`config.mk`:
```
export PLATFORM = sky130hd
export DESIGN_NAME = cfg_access_bridge
export DESIGN_NICKNAME = d
export VERILOG_FILES = /design/src/rtl/cfg_access_bridge.sv
export SDC_FILE = /design/constraint.sdc
export NUM_CORES = 1
export LEC_CHECK = 0
export BUFFER_PORTS_ARGS = -buffer_cell sky130_fd_sc_hd__buf_4
export CAP_MARGIN = 5
export CORE_MARGIN = 2
export CORE_UTILIZATION = 51
export DETAILED_ROUTE_END_ITERATION = 8
export PLACE_DENSITY = 0.77
export SLEW_MARGIN = 20
export SYNTH_ARGS = -nofsm -noshare
export SYNTH_HDL_FRONTEND = slang
export SYNTH_SLANG_ARGS = --single-unit
export TNS_END_PERCENT = 1
```
`constraint.sdc`:
```
create_clock -name clk -period 2.7 [get_ports clk]
set_input_delay 0 -clock clk [delete_from_list [all_inputs] [get_ports clk]]
set_output_delay 0 -clock clk [all_outputs]
set_load 0.01 [all_outputs]
```
`src/rtl/cfg_access_bridge.sv`:
```
module cfg_access_bridge #(
  parameter logic [15:0] ADDR_PORT = 16'h0CF8,
  parameter logic [15:0] DATA_PORT = 16'h0CFC,
  parameter int          SETTLE    = 4,
  parameter int          TIMEOUT   = 16,
  parameter bit          EXT_EN    = 1'b1
) (
  input  logic        clk,
  input  logic        rst_n,
  input  logic        io_req,
  input  logic        io_wr,
  input  logic [15:0] io_addr,
  input  logic [31:0] io_wdata,
  output logic        io_ack,
  output logic [31:0] io_rdata,
  output logic        cyc_valid,
  output logic        cyc_type1,
  output logic [31:0] cyc_ad,
  output logic [3:0]  cyc_ext,
  output logic        cyc_wr,
  output logic [31:0] cyc_wdata,
  input  logic        cyc_done,
  input  logic [31:0] cyc_rdata
);
  localparam int SEL_BASE = 11;
  localparam int SEL_LINES = 32 - SEL_BASE;
  localparam int CMAX = (SETTLE > TIMEOUT) ? SETTLE : TIMEOUT;
  localparam int CW = $clog2(CMAX + 1);

  typedef enum logic [1:0] {S_IDLE, S_SETTLE, S_WAIT} st_t;
  st_t st;
  logic [31:0] word;
  logic [CW-1:0] cnt;

  logic       en;
  logic [7:0] bus;
  logic [4:0] dev;
  logic [2:0] fn;
  logic [5:0] rg;
  assign en  = word[31];
  assign bus = word[23:16];
  assign dev = word[15:11];
  assign fn  = word[10:8];
  assign rg  = word[7:2];

  logic        local_bus, no_slot, take;
  logic [31:0] t0_ad, t1_ad;
  assign local_bus = (bus == 8'd0);
  assign no_slot   = local_bus && (int'(dev) >= SEL_LINES);
  assign t0_ad     = (32'd1 << (6'(dev) + 6'(SEL_BASE))) | {21'd0, fn, rg, 2'b00};
  assign t1_ad     = {8'd0, bus, dev, fn, rg, 2'b01};
  assign take      = io_req && !io_ack && (st == S_IDLE);
  assign cyc_valid = (st == S_WAIT);

  always_ff @(posedge clk) begin
    if (!rst_n) begin
      st        <= S_IDLE;
      word      <= '0;
      cnt       <= '0;
      io_ack    <= 1'b0;
      io_rdata  <= '0;
      cyc_type1 <= 1'b0;
      cyc_ad    <= '0;
      cyc_ext   <= '0;
      cyc_wr    <= 1'b0;
      cyc_wdata <= '0;
    end else begin
      io_ack <= 1'b0;
      case (st)
        S_IDLE: if (take) begin
          if (io_addr == ADDR_PORT) begin
            if (io_wr) word <= io_wdata;
            else       io_rdata <= word;
            io_ack <= 1'b1;
          end else if (io_addr == DATA_PORT && en && !no_slot) begin
            cyc_ad    <= local_bus ? t0_ad : t1_ad;
            cyc_type1 <= !local_bus;
            cyc_ext   <= EXT_EN ? word[27:24] : 4'd0;
            cyc_wr    <= io_wr;
            cyc_wdata <= io_wdata;
            cnt       <= '0;
            st        <= S_SETTLE;
          end else begin
            io_rdata <= '1;
            io_ack   <= 1'b1;
          end
        end
        S_SETTLE: begin
          if (cnt == CW'(SETTLE - 1)) begin
            cnt <= '0;
            st  <= S_WAIT;
          end else begin
            cnt <= cnt + 1'b1;
          end
        end
        S_WAIT: begin
          if (cyc_done) begin
            io_rdata <= cyc_rdata;
            io_ack   <= 1'b1;
            st       <= S_IDLE;
          end else if (cnt == CW'(TIMEOUT - 1)) begin
            io_rdata <= '1;
            io_ack   <= 1'b1;
            st       <= S_IDLE;
          end else begin
            cnt <= cnt + 1'b1;
          end
        end
        default: st <= S_IDLE;
      endcase
    end
  end

  a_r6_ad_stable: assert property (@(posedge clk) disable iff (!rst_n)
    cyc_valid |-> $stable(cyc_ad));

  a_r3_one_select: assert property (@(posedge clk) disable iff (!rst_n)
    (cyc_valid && !cyc_type1) |-> ($countones(cyc_ad[31:11]) == 1 && cyc_ad[1:0] == 2'b00));

  a_r4_fwd_code: assert property (@(posedge clk) disable iff (!rst_n)
    (cyc_valid && cyc_type1) |-> (cyc_ad[1:0] == 2'b01));

  a_r12_ack_pulse: assert property (@(posedge clk) disable iff (!rst_n)
    io_ack |=> !io_ack);

  a_r2_disabled_quiet: assert property (@(posedge clk) disable iff (!rst_n)
    (take && io_addr == DATA_PORT && !word[31]) |=> (io_ack && !cyc_valid && io_rdata == 32'hFFFF_FFFF));

  a_r9_no_slot_abort: assert property (@(posedge clk) disable iff (!rst_n)
    (take && io_addr == DATA_PORT && word[31] && no_slot) |=> (io_ack && !cyc_valid));
endmodule

```
-- After elaboration in Yosys (flattened, before gate mapping)
Index checks and enable logic that the tools add are counted.
Widths: inputs -> output; s select.
- output and inout port bits: 104
- word-level logic and storage cells: 76
- flip-flop bits (word level): 142
- input bits: 85
- $lt $le $gt $ge: 1
- shift-type cells: 1
- muxes and demuxes: 28
- equality and inequality tests: 15
- add/sub/neg operators: 2
- reduce and logical (&&, ||, !) cells: 17
- bitwise gates (word level): 2
- operator list (operator ; number):
    $mux 32 ; 7
    $pmux 32 s2 ; 1
    $eq 16x12->1 const B ; 2
    $or 32x11->32 ; 1
    $shl 1x6->32 const A ; 1
    $mux 5 ; 6
    $pmux 5 s3 ; 1
    $mux 2 ; 6
    $ne 2x2->1 const B ; 5
    $reduce_and 5->1 ; 2
    $logic_not 8->1 ; 1
    $reduce_and 4->1 ; 2
    $add 5x4->6 const B ; 1
    $ne 3x3->1 const B ; 2
    $pmux 2 s3 ; 1
    $reduce_and 6->1 ; 1
    $add 5x1->5 const B ; 1
    $eq 5x2->1 const B ; 1
    $eq 5x4->1 const B ; 1
    $ge 5x5->1 const B ; 1
    $logic_and 1x1->1 ; 5
    $mux 1 ; 5
    $logic_not 1->1 ; 3
    $ne 3x1->1 const B ; 1
    8 further kinds ; 8

-- Longest topological paths before layout
- word-level depth: 8
- gate-level depth with buffers: 10
- depth with buffers taken out: 8

-- Least setup slack after synthesis
OpenSTA, ideal clock, no wires.
- path type: register to register
- start point: register cnt[0]
- end point: register io_rdata[0]
- path slack: 0.499 ns
- arrival time: 2.129 ns
- cell stages (with the launch flop): 10
- clock period less this slack: 2.201 ns
- path through: dfxtp_1 ha_1 and3_1 ha_1 nor3b_1 nand2b_1 a31oi_1 a22oi_2 buf_6 mux2i_1
- longest elaborated chain between the ends: 3
- ends and longest elaborated chain (item ; line ; text):
    start, declared ; 33 ; logic [CW-1:0] cnt;
    start signal, assigned ; 93 ; cnt <= cnt + 1'b1;
    start signal, assigned ; 106 ; cnt <= cnt + 1'b1;
    $eq 5x4->1 ; 101 ; end else if (cnt == CW'(TIMEOUT - 1)) begin
    $ne 3x1->1 (no source line) ; -- ;
    $reduce_and 5->1 (no source line) ; -- ;
    end signal, assigned ; 73 ; else io_rdata <= word;
    end signal, assigned ; 98 ; io_rdata <= cyc_rdata;
    end, declared ; 15 ; output logic [31:0] io_rdata,
Every way passes these cells.
A chain may end at the register's enable or synchronous reset.

-- Worst setup path after layout
- start point: register cnt[0]
- end point: register io_rdata[20]
Same word-level chain as after synthesis.

==> metrics.yaml <==
synth.top_cells.by_area: "sky130_fd_sc_hd__dfxtp_1 (48%), sky130_fd_sc_hd__mux2i_1 (11%), sky130_fd_sc_hd__nand2_1 (8.6%)"
cp.arrival_ns: 2.77
swShare: 0.2023
max-vdd-ir-drop_uv: 511.4
count_of_antenna_diodes_in_the_layout: 0
max_h_tree_level: 4
crit_chain: "ha_1, and3_1, ha_1, nor3b_1, nand2b_1, a31oi_1, a22oi_2, buf_4, mux2i_1"
tritoncts.num_buffers: 17
slew_headroom: 0.5354
net_sw_power_mw: 1.081
synthMostInstantiatedCell: "sky130_fd_sc_hd__dfxtp_1"
synth_edf_count: 0
design.core.area_um2: 11370
tritoncts: "done"
share_clk_of_total_power: 0.513
grt_usage: 0.2937
setup_tns_ns: 0
synth_seq_cells: 142
detailedRoute.firstIterationViolations: 511
cp_num_buf_inv: 1
io_buffer_count: 188
crit_fanout: 20
clkLatencyLatePin_ns: 0.42
maxClockFrequency_ghz: 0.4095
layout_cells_excl_fill: 1050
die_w_um: 111.8
area_of_the_die_um2: 12490
commonest_cells_in_the_synthesized_netlist: "sky130_fd_sc_hd__dfxtp_1 (142), sky130_fd_sc_hd__nand2_1 (135), sky130_fd_sc_hd__mux2i_1 (65), sky130_fd_sc_hd__nor2_1 (59), sky130_fd_sc_hd__a21oi_1 (57)"
largest_buffer_count_on_any_clock_path: 2
syn-mean-instance-area_um2: 8.920
grt_max_degree: 72
p_per_area_nw_per_um2: 610.4
cts_root_buffer: "sky130_fd_sc_hd__clkbuf_16"
path_delay_family: "simple AND/OR/NAND/NOR gates"
post-cts-setup-buffer-count: 0
p_seq_frac: 0.406
wire_per_inst_um: 17.61
final_design_area_no_fill_um2: 8755
hold_viol_final: 0
synth.net_count: 757
yosys_most_used_dff: "sky130_fd_sc_hd__dfxtp_1"
design_power_total_mw: 5.344
period_share: 0.9044
vias: 5991
critical-path-max-stage-delay_ns: 0.37
p_leak_nw: 3.885
antenna_found_initial: 0
ant_nets: 0
detailed_place_hpwl_um: 11620
drv_cap: 0
yosysTopAreaCell: "sky130_fd_sc_hd__dfxtp_1"
synth-seq-area-share: 0.4799
cp_data_required_time_ns: 3.03
vias_in_the_first_global_route: 6030
dpl.cell_count: 954
cts.reportedPaths.clkPinSlew_ns: 0.06
critical_path_top_delay_cell: "sky130_fd_sc_hd__buf_4"
netlist_area_pre_place_um2: 5923
combinationalPowerShare: 0.081
dpl_cell_area_um2: 7420
critPathLaunchType: "register"
die_y_um: 111.8
gp_congestion: 0.8729
drv_slew: 0
flow.area_growth_from_synthesis_pct: 47.80
post_synth_num_cell_types: 50
timing.final.crit_period_ns: 2.442
globalRouteOverflowTotal: 0
finish.net_count: 987
max_slew.worst_pin.slew_ns: 0.6970
finalClockSkew_ns: 0.009985
power.internal_mw: 4.263
routed_via_density: 5.706
drt-pass1-iter-count: 4
initial_utilization: 0.5210
layout-drive-gt1-share: 0.2657
floorplan.io_pins: 189
postRouteWirelength_um: 18490
setup-violations-final: 0
critPathKind: "register to register"
synth_top_cell_area_share: 0.4799
post_synth_inst_count: 664
postCtsResizedCells: 0
drc: 0
first_pass_grt_wire_length_um: 29700
ys_warn_count: 0
num_rows: 39
hold_class: "input port to register"
status: "completed"
synth_async_sr_flop_share: 0
rsz0062_at_grt: "no"
end_kind: "register"
critical_path.most_common_cell: "sky130_fd_sc_hd__ha_1"
cts.sinks: 142
final_core_utilization: 0.7700
metrics by stage:
step                      hold slack, ns  setup slack, ns
final                            0.01551           0.2582
after CTS                        0.01459           0.2709
after global placement            0.2406           0.4599
after detailed placement          0.2498           0.2906
after global routing             0.01298          0.06435
after floorplan                   0.1360           0.4995
final cells by class:
type / instances / area (µm²)
clock buffers: 21 / 460.4
clock inverters: 11 / 234.0
fillers: 730 / 2615
inverters: 7 / 27.53
multi-input cells: 461 / 2811
flip-flops and latches: 142 / 2843
well taps: 143 / 178.9
repair buffers: 265 / 2200
kinds of logic after synthesis:
kind of cell	after synthesis	synth area share
compound gates	128	0.1493
xor+xnor	1	0.001479
fa+ha+maj	8	0.01690
buf+inv	61	0.04562
flops	142	0.4799
mux	65	0.1098
simple gates	259	0.1969
placed cells by master (no fill, tap or decap), types with 14 or more instances in the layout:
master                          instances
sky130_fd_sc_hd__a211oi_1              14
sky130_fd_sc_hd__nand2_1              135
sky130_fd_sc_hd__mux2i_1               65
sky130_fd_sc_hd__dlygate4sd3_1         64
sky130_fd_sc_hd__clkbuf_16             17
sky130_fd_sc_hd__a21oi_1               57
sky130_fd_sc_hd__dfxtp_1              142
sky130_fd_sc_hd__nor3_1                20
sky130_fd_sc_hd__o221ai_1              32
sky130_fd_sc_hd__nor2_1                59
sky130_fd_sc_hd__buf_4                197
sequential cells by signal, summed over array words and instances (netlist names):
| signal | count |
|---|---|
| cnt | 5 |
| cyc_ad | 32 |
| st | 2 |
| word | 32 |
| cyc_type1 | 1 |
| io_ack | 1 |
| cyc_ext | 4 |
| cyc_wdata | 32 |
| cyc_wr | 1 |
| io_rdata | 32 |
metal layers:
metal,global-route usage,share of wire
met1,0.3524,0.41
met2,0.4954,0.49
met3,0.07131,0.070
met4,0.1407,0.031
met5,0,0
timing repair:
item / 4_1_cts / 5_1_grt
hold buffers: 64 / 0
hold endpoints to repair: 96 / 0
setup endpoints to repair: 0 / 0
worst min-delay path: stages:
cell	delay, ns
sky130_fd_sc_hd__buf_4	0.08
sky130_fd_sc_hd__o221ai_1	0.14
sky130_fd_sc_hd__mux2i_1	0.16
worst paths after layout:
kind	startpoint	to	slack [ns]	depth (start not counted)
worst max-delay path	cnt[0]	io_rdata[20]	0.26	9
worst min-delay path	cyc_rdata[10]	io_rdata[10]	0.02	3
worst max register to register	cnt[0]	io_rdata[20]	0.26	9
worst min register to register	cyc_ad[30]	cyc_ad[30]	0.45	2
power groups by stage:
stage	Sequential [mW]	Clock, mW	Combinational, mW
6_report	2.17	2.74	0.433
5_1_grt	2.17	2.86	0.461
4_1_cts	2.17	2.76	0.426
3_5_place_dp	2.21	0	0.349
3_3_place_gp	2.21	0	0.337
2_1_floorplan	2.23	0	0.124
(Power assumes the default switching activity.)
